===== src/rtl/trap_pkg.sv =====
package trap_pkg;
  typedef enum logic [1:0] {
    OP_NONE = 2'b00,
    OP_SWI  = 2'b01,
    OP_OVF  = 2'b10,
    OP_RET  = 2'b11
  } trap_op_e;

  typedef enum logic [3:0] {
    ST_IDLE,
    ST_PUSH_F,
    ST_PUSH_CS,
    ST_PUSH_IP,
    ST_VEC_IP,
    ST_VEC_CS,
    ST_POP_IP,
    ST_POP_CS,
    ST_POP_F
  } trap_state_e;
endpackage


===== src/rtl/trap_step_ctrl.sv =====
module trap_step_ctrl
  import trap_pkg::*;
(
  input  logic        clk,
  input  logic        rst,
  input  logic        cmd_valid,
  input  trap_op_e    op,
  input  logic        ovf_flag,
  input  logic        xfer,
  output trap_state_e state,
  output logic        accept,
  output logic        done,
  output logic        busy
);
  trap_state_e nxt;
  logic        fin;

  always_comb begin
    busy   = (state != ST_IDLE);
    accept = cmd_valid && (state == ST_IDLE) && (op != OP_NONE);
  end

  always_comb begin
    nxt = state;
    fin = 1'b0;
    case (state)
      ST_IDLE: begin
        if (accept) begin
          case (op)
            OP_SWI: nxt = ST_PUSH_F;
            OP_OVF: begin
              if (ovf_flag) nxt = ST_PUSH_F;
              else          fin = 1'b1;
            end
            OP_RET: nxt = ST_POP_IP;
            default: nxt = ST_IDLE;
          endcase
        end
      end
      ST_PUSH_F:  if (xfer) nxt = ST_PUSH_CS;
      ST_PUSH_CS: if (xfer) nxt = ST_PUSH_IP;
      ST_PUSH_IP: if (xfer) nxt = ST_VEC_IP;
      ST_VEC_IP:  if (xfer) nxt = ST_VEC_CS;
      ST_VEC_CS:  if (xfer) begin nxt = ST_IDLE; fin = 1'b1; end
      ST_POP_IP:  if (xfer) nxt = ST_POP_CS;
      ST_POP_CS:  if (xfer) nxt = ST_POP_F;
      ST_POP_F:   if (xfer) begin nxt = ST_IDLE; fin = 1'b1; end
      default:    nxt = ST_IDLE;
    endcase
  end

  always_ff @(posedge clk) begin
    if (rst) begin
      state <= ST_IDLE;
      done  <= 1'b0;
    end else begin
      state <= nxt;
      done  <= fin;
    end
  end
endmodule


===== src/rtl/trap_ctx_regs.sv =====
module trap_ctx_regs
  import trap_pkg::*;
#(
  parameter int WORD_W   = 16,
  parameter int TYPE_W   = 8,
  parameter int OVF_TYPE = 4,
  parameter int IE_POS   = 9,
  parameter int TR_POS   = 8
) (
  input  logic              clk,
  input  logic              rst,
  input  logic              accept,
  input  trap_op_e          op,
  input  logic [TYPE_W-1:0] type_in,
  input  logic [WORD_W-1:0] flags_in,
  input  logic [WORD_W-1:0] cs_in,
  input  logic [WORD_W-1:0] ip_in,
  input  logic [WORD_W-1:0] sp_in,
  input  logic [WORD_W-1:0] ss_in,
  input  trap_state_e       state,
  input  logic              xfer,
  input  logic [WORD_W-1:0] rdata,
  output logic [WORD_W-1:0] flags_q,
  output logic [WORD_W-1:0] cs_q,
  output logic [WORD_W-1:0] ip_q,
  output logic [WORD_W-1:0] sp_q,
  output logic [WORD_W-1:0] ss_q,
  output logic [TYPE_W-1:0] vtype_q
);
  localparam logic [WORD_W-1:0] STEP     = WORD_W'(2);
  localparam logic [WORD_W-1:0] KEEP_MSK =
    ~((WORD_W'(1) << IE_POS) | (WORD_W'(1) << TR_POS));

  always_ff @(posedge clk) begin
    if (rst) begin
      flags_q <= '0;
      cs_q    <= '0;
      ip_q    <= '0;
      sp_q    <= '0;
      ss_q    <= '0;
      vtype_q <= '0;
    end else if (accept) begin
      flags_q <= flags_in;
      cs_q    <= cs_in;
      ip_q    <= ip_in;
      sp_q    <= sp_in;
      ss_q    <= ss_in;
      vtype_q <= (op == OP_OVF) ? TYPE_W'(OVF_TYPE) : type_in;
    end else if (xfer) begin
      case (state)
        ST_PUSH_F, ST_PUSH_CS, ST_PUSH_IP: sp_q <= sp_q - STEP;
        ST_VEC_IP: ip_q <= rdata;
        ST_VEC_CS: begin
          cs_q    <= rdata;
          flags_q <= flags_q & KEEP_MSK;
        end
        ST_POP_IP: begin ip_q <= rdata;    sp_q <= sp_q + STEP; end
        ST_POP_CS: begin cs_q <= rdata;    sp_q <= sp_q + STEP; end
        ST_POP_F:  begin flags_q <= rdata; sp_q <= sp_q + STEP; end
        default: ;
      endcase
    end
  end
endmodule


===== src/rtl/trap_port_map.sv =====
module trap_port_map
  import trap_pkg::*;
#(
  parameter int WORD_W    = 16,
  parameter int SEG_SHIFT = 4,
  parameter int TYPE_W    = 8,
  localparam int ADDR_W   = WORD_W + SEG_SHIFT
) (
  input  trap_state_e       state,
  input  logic [WORD_W-1:0] flags_q,
  input  logic [WORD_W-1:0] cs_q,
  input  logic [WORD_W-1:0] ip_q,
  input  logic [WORD_W-1:0] sp_q,
  input  logic [WORD_W-1:0] ss_q,
  input  logic [TYPE_W-1:0] vtype_q,
  output logic              req,
  output logic              we,
  output logic [ADDR_W-1:0] addr,
  output logic [WORD_W-1:0] wdata
);
  localparam int VEC_W = TYPE_W + 2;
  localparam logic [WORD_W-1:0] STEP = WORD_W'(2);

  logic [ADDR_W-1:0] vec_base;
  logic [ADDR_W-1:0] stk_top;
  logic [ADDR_W-1:0] stk_push;

  function automatic logic [ADDR_W-1:0] phys(input logic [WORD_W-1:0] seg,
                                             input logic [WORD_W-1:0] off);
    return {seg, {SEG_SHIFT{1'b0}}} + {{SEG_SHIFT{1'b0}}, off};
  endfunction

  always_comb begin
    vec_base = {{(ADDR_W-VEC_W){1'b0}}, vtype_q, 2'b00};
    stk_top  = phys(ss_q, sp_q);
    stk_push = phys(ss_q, sp_q - STEP);
    req      = (state != ST_IDLE);
    we       = 1'b0;
    addr     = '0;
    wdata    = '0;
    case (state)
      ST_PUSH_F:  begin we = 1'b1; addr = stk_push; wdata = flags_q; end
      ST_PUSH_CS: begin we = 1'b1; addr = stk_push; wdata = cs_q;    end
      ST_PUSH_IP: begin we = 1'b1; addr = stk_push; wdata = ip_q;    end
      ST_VEC_IP:  addr = vec_base;
      ST_VEC_CS:  addr = vec_base | ADDR_W'(2);
      ST_POP_IP, ST_POP_CS, ST_POP_F: addr = stk_top;
      default: ;
    endcase
  end
endmodule


===== src/rtl/trap_seq.sv =====
module trap_seq
  import trap_pkg::*;
#(
  parameter int WORD_W    = 16,
  parameter int SEG_SHIFT = 4,
  parameter int TYPE_W    = 8,
  parameter int OVF_TYPE  = 4,
  parameter int OF_POS    = 11,
  parameter int IE_POS    = 9,
  parameter int TR_POS    = 8,
  localparam int ADDR_W   = WORD_W + SEG_SHIFT
) (
  input  logic              clk,
  input  logic              rst,
  input  logic              cmd_valid,
  input  logic [1:0]        cmd_op,
  input  logic [TYPE_W-1:0] cmd_type,
  input  logic [WORD_W-1:0] flags_in,
  input  logic [WORD_W-1:0] cs_in,
  input  logic [WORD_W-1:0] ip_in,
  input  logic [WORD_W-1:0] sp_in,
  input  logic [WORD_W-1:0] ss_in,
  output logic              mem_req,
  output logic              mem_we,
  output logic [ADDR_W-1:0] mem_addr,
  output logic [WORD_W-1:0] mem_wdata,
  input  logic [WORD_W-1:0] mem_rdata,
  input  logic              mem_ready,
  output logic              busy,
  output logic              done,
  output logic [WORD_W-1:0] flags_out,
  output logic [WORD_W-1:0] cs_out,
  output logic [WORD_W-1:0] ip_out,
  output logic [WORD_W-1:0] sp_out
);
  trap_state_e       state;
  trap_op_e          op;
  logic              accept;
  logic              xfer;
  logic [WORD_W-1:0] ss_q;
  logic [TYPE_W-1:0] vtype_q;

  assign op   = trap_op_e'(cmd_op);
  assign xfer = mem_req && mem_ready;

  trap_step_ctrl u_ctrl (
    .clk      (clk),
    .rst      (rst),
    .cmd_valid(cmd_valid),
    .op       (op),
    .ovf_flag (flags_in[OF_POS]),
    .xfer     (xfer),
    .state    (state),
    .accept   (accept),
    .done     (done),
    .busy     (busy)
  );

  trap_ctx_regs #(
    .WORD_W(WORD_W), .TYPE_W(TYPE_W), .OVF_TYPE(OVF_TYPE),
    .IE_POS(IE_POS), .TR_POS(TR_POS)
  ) u_ctx (
    .clk     (clk),
    .rst     (rst),
    .accept  (accept),
    .op      (op),
    .type_in (cmd_type),
    .flags_in(flags_in),
    .cs_in   (cs_in),
    .ip_in   (ip_in),
    .sp_in   (sp_in),
    .ss_in   (ss_in),
    .state   (state),
    .xfer    (xfer),
    .rdata   (mem_rdata),
    .flags_q (flags_out),
    .cs_q    (cs_out),
    .ip_q    (ip_out),
    .sp_q    (sp_out),
    .ss_q    (ss_q),
    .vtype_q (vtype_q)
  );

  trap_port_map #(
    .WORD_W(WORD_W), .SEG_SHIFT(SEG_SHIFT), .TYPE_W(TYPE_W)
  ) u_port (
    .state  (state),
    .flags_q(flags_out),
    .cs_q   (cs_out),
    .ip_q   (ip_out),
    .sp_q   (sp_out),
    .ss_q   (ss_q),
    .vtype_q(vtype_q),
    .req    (mem_req),
    .we     (mem_we),
    .addr   (mem_addr),
    .wdata  (mem_wdata)
  );
endmodule


===== config.mk =====
export PLATFORM = sky130hd
export DESIGN_NAME = trap_seq
export DESIGN_NICKNAME = d
export VERILOG_FILES = /design/src/rtl/trap_pkg.sv /design/src/rtl/trap_step_ctrl.sv /design/src/rtl/trap_ctx_regs.sv /design/src/rtl/trap_port_map.sv /design/src/rtl/trap_seq.sv
export SDC_FILE = /design/constraint.sdc
export NUM_CORES = 1
export LEC_CHECK = 0
export ABC_CLOCK_PERIOD_IN_PS = 4900
export BUFFER_PORTS_ARGS = -buffer_cell sky130_fd_sc_hd__buf_2
export CAP_MARGIN = 20
export CORE_AREA = 4 4 116 118
export DETAILED_ROUTE_END_ITERATION = 16
export DIE_AREA = 0 0 120 122
export PLACE_DENSITY = 0.8
export SYNTH_ARGS = -nofsm -noshare
export SYNTH_HDL_FRONTEND = slang
export SYNTH_HIERARCHICAL = 1
export SYNTH_SLANG_ARGS = --single-unit

===== constraint.sdc =====
create_clock -name clk -period 4.9 [get_ports clk]
set_clock_uncertainty 0.2 [all_clocks]
set_input_delay 0.49 -clock clk [delete_from_list [all_inputs] [get_ports clk]]
set_output_delay 0.49 -clock clk [all_outputs]
set_load 0.05 [all_outputs]

# After elaboration in Yosys (flattened, before gate mapping)
# Cells that the tools add are included.
[totals]
out_inout_bits = 104
ff_bits = 93
mem_bits_ro = 0
latchBits = 0
n_memories = 0
ramBits = 0
[classes]
bitwise_logic = 0
n_eq_ne = 21
n_mul = 0
n_reduce_logical = 23
shift = 0
div_mod_pow = 0
magnitude_cmp = 0
add_sub_neg = 4
mux = 32
[op_table]
columns = ["cell", "count"]
rows = [
  ["2-to-1 mux 16 bit", 10],
  ["one-hot mux 20 bit (4 select lines)", 1],
  ["one-hot mux 16 bit (2 select lines)", 2],
  ["one-hot mux 16 bit (3 select lines)", 1],
  ["adder 20 x 16 -> 20 bit", 2],
  ["2-to-1 mux 4 bit", 9],
  ["one-hot mux 4 bit (8 select lines)", 1],
  ["adder 16 x 2 -> 16 bit (second input constant)", 1],
  ["equality test 4 x 3 -> 1 bit (second input constant)", 4],
  ["subtractor 16 x 2 -> 16 bit (second input constant)", 1],
  ["inequality test 2 x 1 -> 1 bit (second input constant)", 7],
  ["one-hot mux 4 bit (3 select lines)", 1],
  ["nonzero test 2 bit", 5],
  ["AND reduction 9 bit", 1],
  ["equality test 4 x 2 -> 1 bit (second input constant)", 2],
  ["2-to-1 mux 8 bit", 1],
  ["AND reduction 2 bit", 4],
  ["nonzero test 3 bit", 2],
  ["OR reduction 2 bit", 3],
  ["OR reduction 3 bit", 2],
  ["2-to-1 mux 1 bit", 5],
  ["equality test 2 bit (second input constant)", 2],
  ["equality test 4 x 1 -> 1 bit (second input constant)", 1],
  ["equality test 4 bit (second input constant)", 1],
  ["8 further kinds", 11],
]

# Logic depth before layout (Yosys ltp)
[logic_depth]
word_depth = 5
ltp_mapped = 13
depth_no_buf = 12

# Cells and area by module
# Netlist, hierarchy kept.
[by_module_without_submodules]
columns = ["module", "instances", "cells_each", "area_per_inst_um2"]
rows = [
  ["trap_ctx_regs", 1, 525, 4255.3],
  ["trap_port_map", 1, 229, 1551.5],
  ["trap_step_ctrl", 1, 50, 410.4],
  ["trap_seq", 1, 1, 6.3],
]

# Worst setup path after synthesis
# Ideal clock, no wire load.
[synth_path]
kind = "register -> output"
start = "reg u_ctx.sp_q[6]"
end = "out mem_addr[19]"
setup_slack_ns = -0.307
arrival_ns = 4.517
path_stages_with_launch = 12
path_buffers = 0
t_required_ns = 4.210
path_cell_list = "dfxtp_1 > or4_4 > or4_4 > or3_4 > nand2b_1 > xnor2_1 > ha_1 > and4_1 > nand2_1 > a2111oi_0 > nor4_1 > nor3_1"
[synth_between]
elab_chain_cells = 3
elab_cells_between_ends = 4
[synth_rtl]
columns = ["element", "line", "text"]
rows = [
  ["start, declared", "trap_ctx_regs.sv:26", "output logic [WORD_W-1:0] sp_q,"],
  ["start signal, assigned", "trap_ctx_regs.sv:46", "sp_q <= sp_in;"],
  ["start signal, assigned", "trap_ctx_regs.sv:51", "ST_PUSH_F, ST_PUSH_CS, ST_PUSH_IP: sp_q <= sp_q - STEP;"],
  ["start signal, assigned", "trap_ctx_regs.sv:57", "ST_POP_IP: begin ip_q <= rdata; sp_q <= sp_q + STEP; end"],
  ["subtractor 16 x 2 -> 16 bit", "trap_port_map.sv:36", "stk_push = phys(ss_q, sp_q - STEP);"],
  ["adder 20 x 16 -> 20 bit", "trap_port_map.sv:30", "return {seg, {SEG_SHIFT{1'b0}}} + {{SEG_SHIFT{1'b0}}, off};"],
  ["one-hot mux 20 bit (4 select lines) *", "trap_port_map.sv:41", "case (state)"],
  ["end, declared", "trap_seq.sv:25", "output logic [ADDR_W-1:0] mem_addr,"],
]
# Every way passes the cells marked *; elsewhere a longest branch is shown, timed or not.

# Final worst setup path
[layout_path]
start = "reg u_ctx.sp_q[6]"
end = "out mem_addr[18]"
# The elaborated chain is that of the path after synthesis.

==> out/results.txt <==
DRC Markers = 0
global-route wire length before repair = 32200 µm
Ys Warns = 6
share of flip-flops with an asynchronous set or reset = 0%
Site Rows = 41
GR Overflow Total = 0
core area = 0.0125 mm²
PwrDens = 668 mW/mm²
Required @ worst endpoint = 4.21 ns
Rel. slew slack = 32.5%
WHS Endpoint = u_ctx/cs_q[9]
Setup TNS = 0 ns
Crit Path Category = reg -> out
CTS root buf = clkbuf_16
vias = 6803
setup violators final = 0
count of input and output buffers = 213
Mapped Cells = 805
Pre-antenna DRT Iters = 5
Top FF cell, synth = dfxtp_1
largest fanout on the critical path = 10
Mapped Nets = 933
Mapped Area = 0.00622 mm²
initial antenna violation count = 0
antenna-violating nets left = 0
crit end category = output pin
arrival time worst endpoint = 4.04 ns
final wirelength = 20800 µm
Design Area, Final = 0.00780 mm²
die area = 0.0146 mm²
worst reg-to-reg path cell count = 9
Placed Area = 0.00742 mm²
gr usage total = 27.4%
TritonCTS Sinks = 93
Die Height = 122 µm
Multi-input gate area = 0.00412 mm²
synth unique cells = 68
post-CTS setup buffer count = 0
cts hold-fix bufs = 0
Post-synth EDFFs = 0
final layout net count = 1115
leakage dissipation = 3.52 nW
status = complete, no violations
post-synth top area cell = dfxtp_1
Fin. Hold Viols = 0
Tcrit/Tclk final = 96.6%
fmax = 211 MHz
area delta synth->final = 25.3%
Initial Utilization = 49.9%
min-delay worst type = in -> reg
Final Max Tran Viols = 0
CTS tree = built
layout cell share with drive strength beyond 1 = 29.9%
top-count cell post-synth = nor2_1
Ports = 214
H-tree depth = 3
Post-Syn Area per Cell = 7.73 µm²
Via density = 5.84
Seq cells post-synth = 93
Register Area = 0.00187 mm²
sequential area share after synthesis = 29.9%
Longest Clk Path Bufs = 2
hold_sp = cs_in[9]
reg2reg start = u_ctrl/state[3]
number of global-route vias before repair = 6390
Slew @ Worst Pin = 1.01 ns
Min Clock Period, post-route = 4.73 ns
RD Place Congestion = 0.912
RSZ-0062 raised after global routing = no
Peak supply drop = 0.284 mV
Worst-Skew Late Latency = 0.34 ns
reg2reg end = u_ctx/sp_q[7]
Inserted Diodes = 0
WHS Path Cells = 3
Fillers = 1173
initial drt markers = 566
Synth top area share = 29.9%
DP HPWL = 14900 µm
Synth area leaders = dfxtp_1, mux2i_1, nor2_1, a21oi_1, nand2_1
crit path launch type = flop
Die W = 120 µm
post-cts sizing count = 2
Reg2Reg Setup Slack = 1.52 ns
cts bufs inserted = 9
max-cap viol count = 0
top cells by count, synth = nor2_1, dfxtp_1, nand2_1
Worst-path clk slew = 0.06 ns
routed len/inst = 17.8 µm
largest net degree at the start of global routing = 93
CP startpoint = u_ctx/sp_q[6]
-- state kept, by name (all words and copies together), names as in the netlist --
name,cells
u_ctx/ss_q,16
u_ctrl/state,4
u_ctx/cs_q,16
u_ctrl/done,1
u_ctx/sp_q,16
u_ctx/ip_q,16
u_ctx/vtype_q,8
u_ctx/flags_q,16
-- worst max-delay path, cell delays in order, from the launching register on --
cell	delay, ns
dfxtp_2	0.38
or4_4	0.57
or4_4	0.46
or3_4	0.37
nand2b_1	0.17
xnor2_1	0.14
ha_2	0.42
and4_1	0.24
nand3_1	0.08
a21o_1	0.20
a31oi_1	0.21
mux2i_1	0.20
clkbuf_4	0.25
-- cells by family after synthesis --
logic type,share of synthesized area [%]
flip-flops,29.9
XOR/XNOR,2.53
AND/OR/NAND/NOR,26.0
buffers and inverters,5.21
AO/OA/AOI/OAI,20.0
adder cells (fa/ha/maj),3.74
multiplexers,12.6
-- per-stage QoR --
step	hold slack, ns	instances	setup slack (ns)	utilization [%]	power, mW
6_report	0.173	1164	0.166	62.5	5.21
5_1_grt	0.174	1164	0.0173	62.5	5.52
4_1_cts	0.164	1164	0.0114	62.0	5.16
3_5_place_dp	0.249	1148	0.264	59.6	4.44
3_3_place_gp	0.242	1148	0.351	59.6	4.42
2_1_floorplan	0.232	805	0.0386	-	3.65
-- placed cells by master, fill, tap and decap left out, types with 20 or more instances in the layout --
cell type,Yosys,layout
nor3_1,26,23
nand2_1,61,61
nor2_1,138,138
a311oi_1,22,22
o21ai_0,26,25
nand3_1,36,36
inv_1,20,20
mux2i_1,57,57
a21oi_1,54,53
buf_2,7,209
dfxtp_1,93,90
-- power breakdown --
part           internal [mW]  switching [mW]  total, mW  leakage [nW]
Clock                  0.424           0.288      0.712         0.150
Sequential             0.931           0.204       1.13         0.764
Combinational           1.03            2.33       3.36          2.61
-- cell type report --
class / count / area share [%]
Clock buffer: 13 / 3.34
Clock inverter: 3 / 0.562
Inverter: 21 / 1.01
Multi-Input combinational cell: 632 / 52.8
Sequential cell: 93 / 23.9
Tap cell: 172 / 2.76
Timing Repair Buffer: 230 / 15.6
-- layer usage --
metal,track usage (%),share of wire [%],up-vias
met1,32.7,40,3150
met2,47.5,48,340
met4,10.9,2.4,0
met5,0,0,-
li1,-,-,3279
met3,6.50,9.5,34
-- worst max-delay path by stage --
stage / end / slack (ns) / depth (start not counted)
2_1_floorplan: mem_addr[18] / 0.04 / 11
3_3_place_gp: mem_addr[19] / 0.35 / 12
3_5_place_dp: mem_addr[19] / 0.26 / 12
4_1_cts: mem_addr[17] / 0.01 / 12
5_1_grt: mem_addr[18] / 0.02 / 12
6_report: mem_addr[18] / 0.17 / 12
No activity file was read; power rests on OpenSTA's default activity.
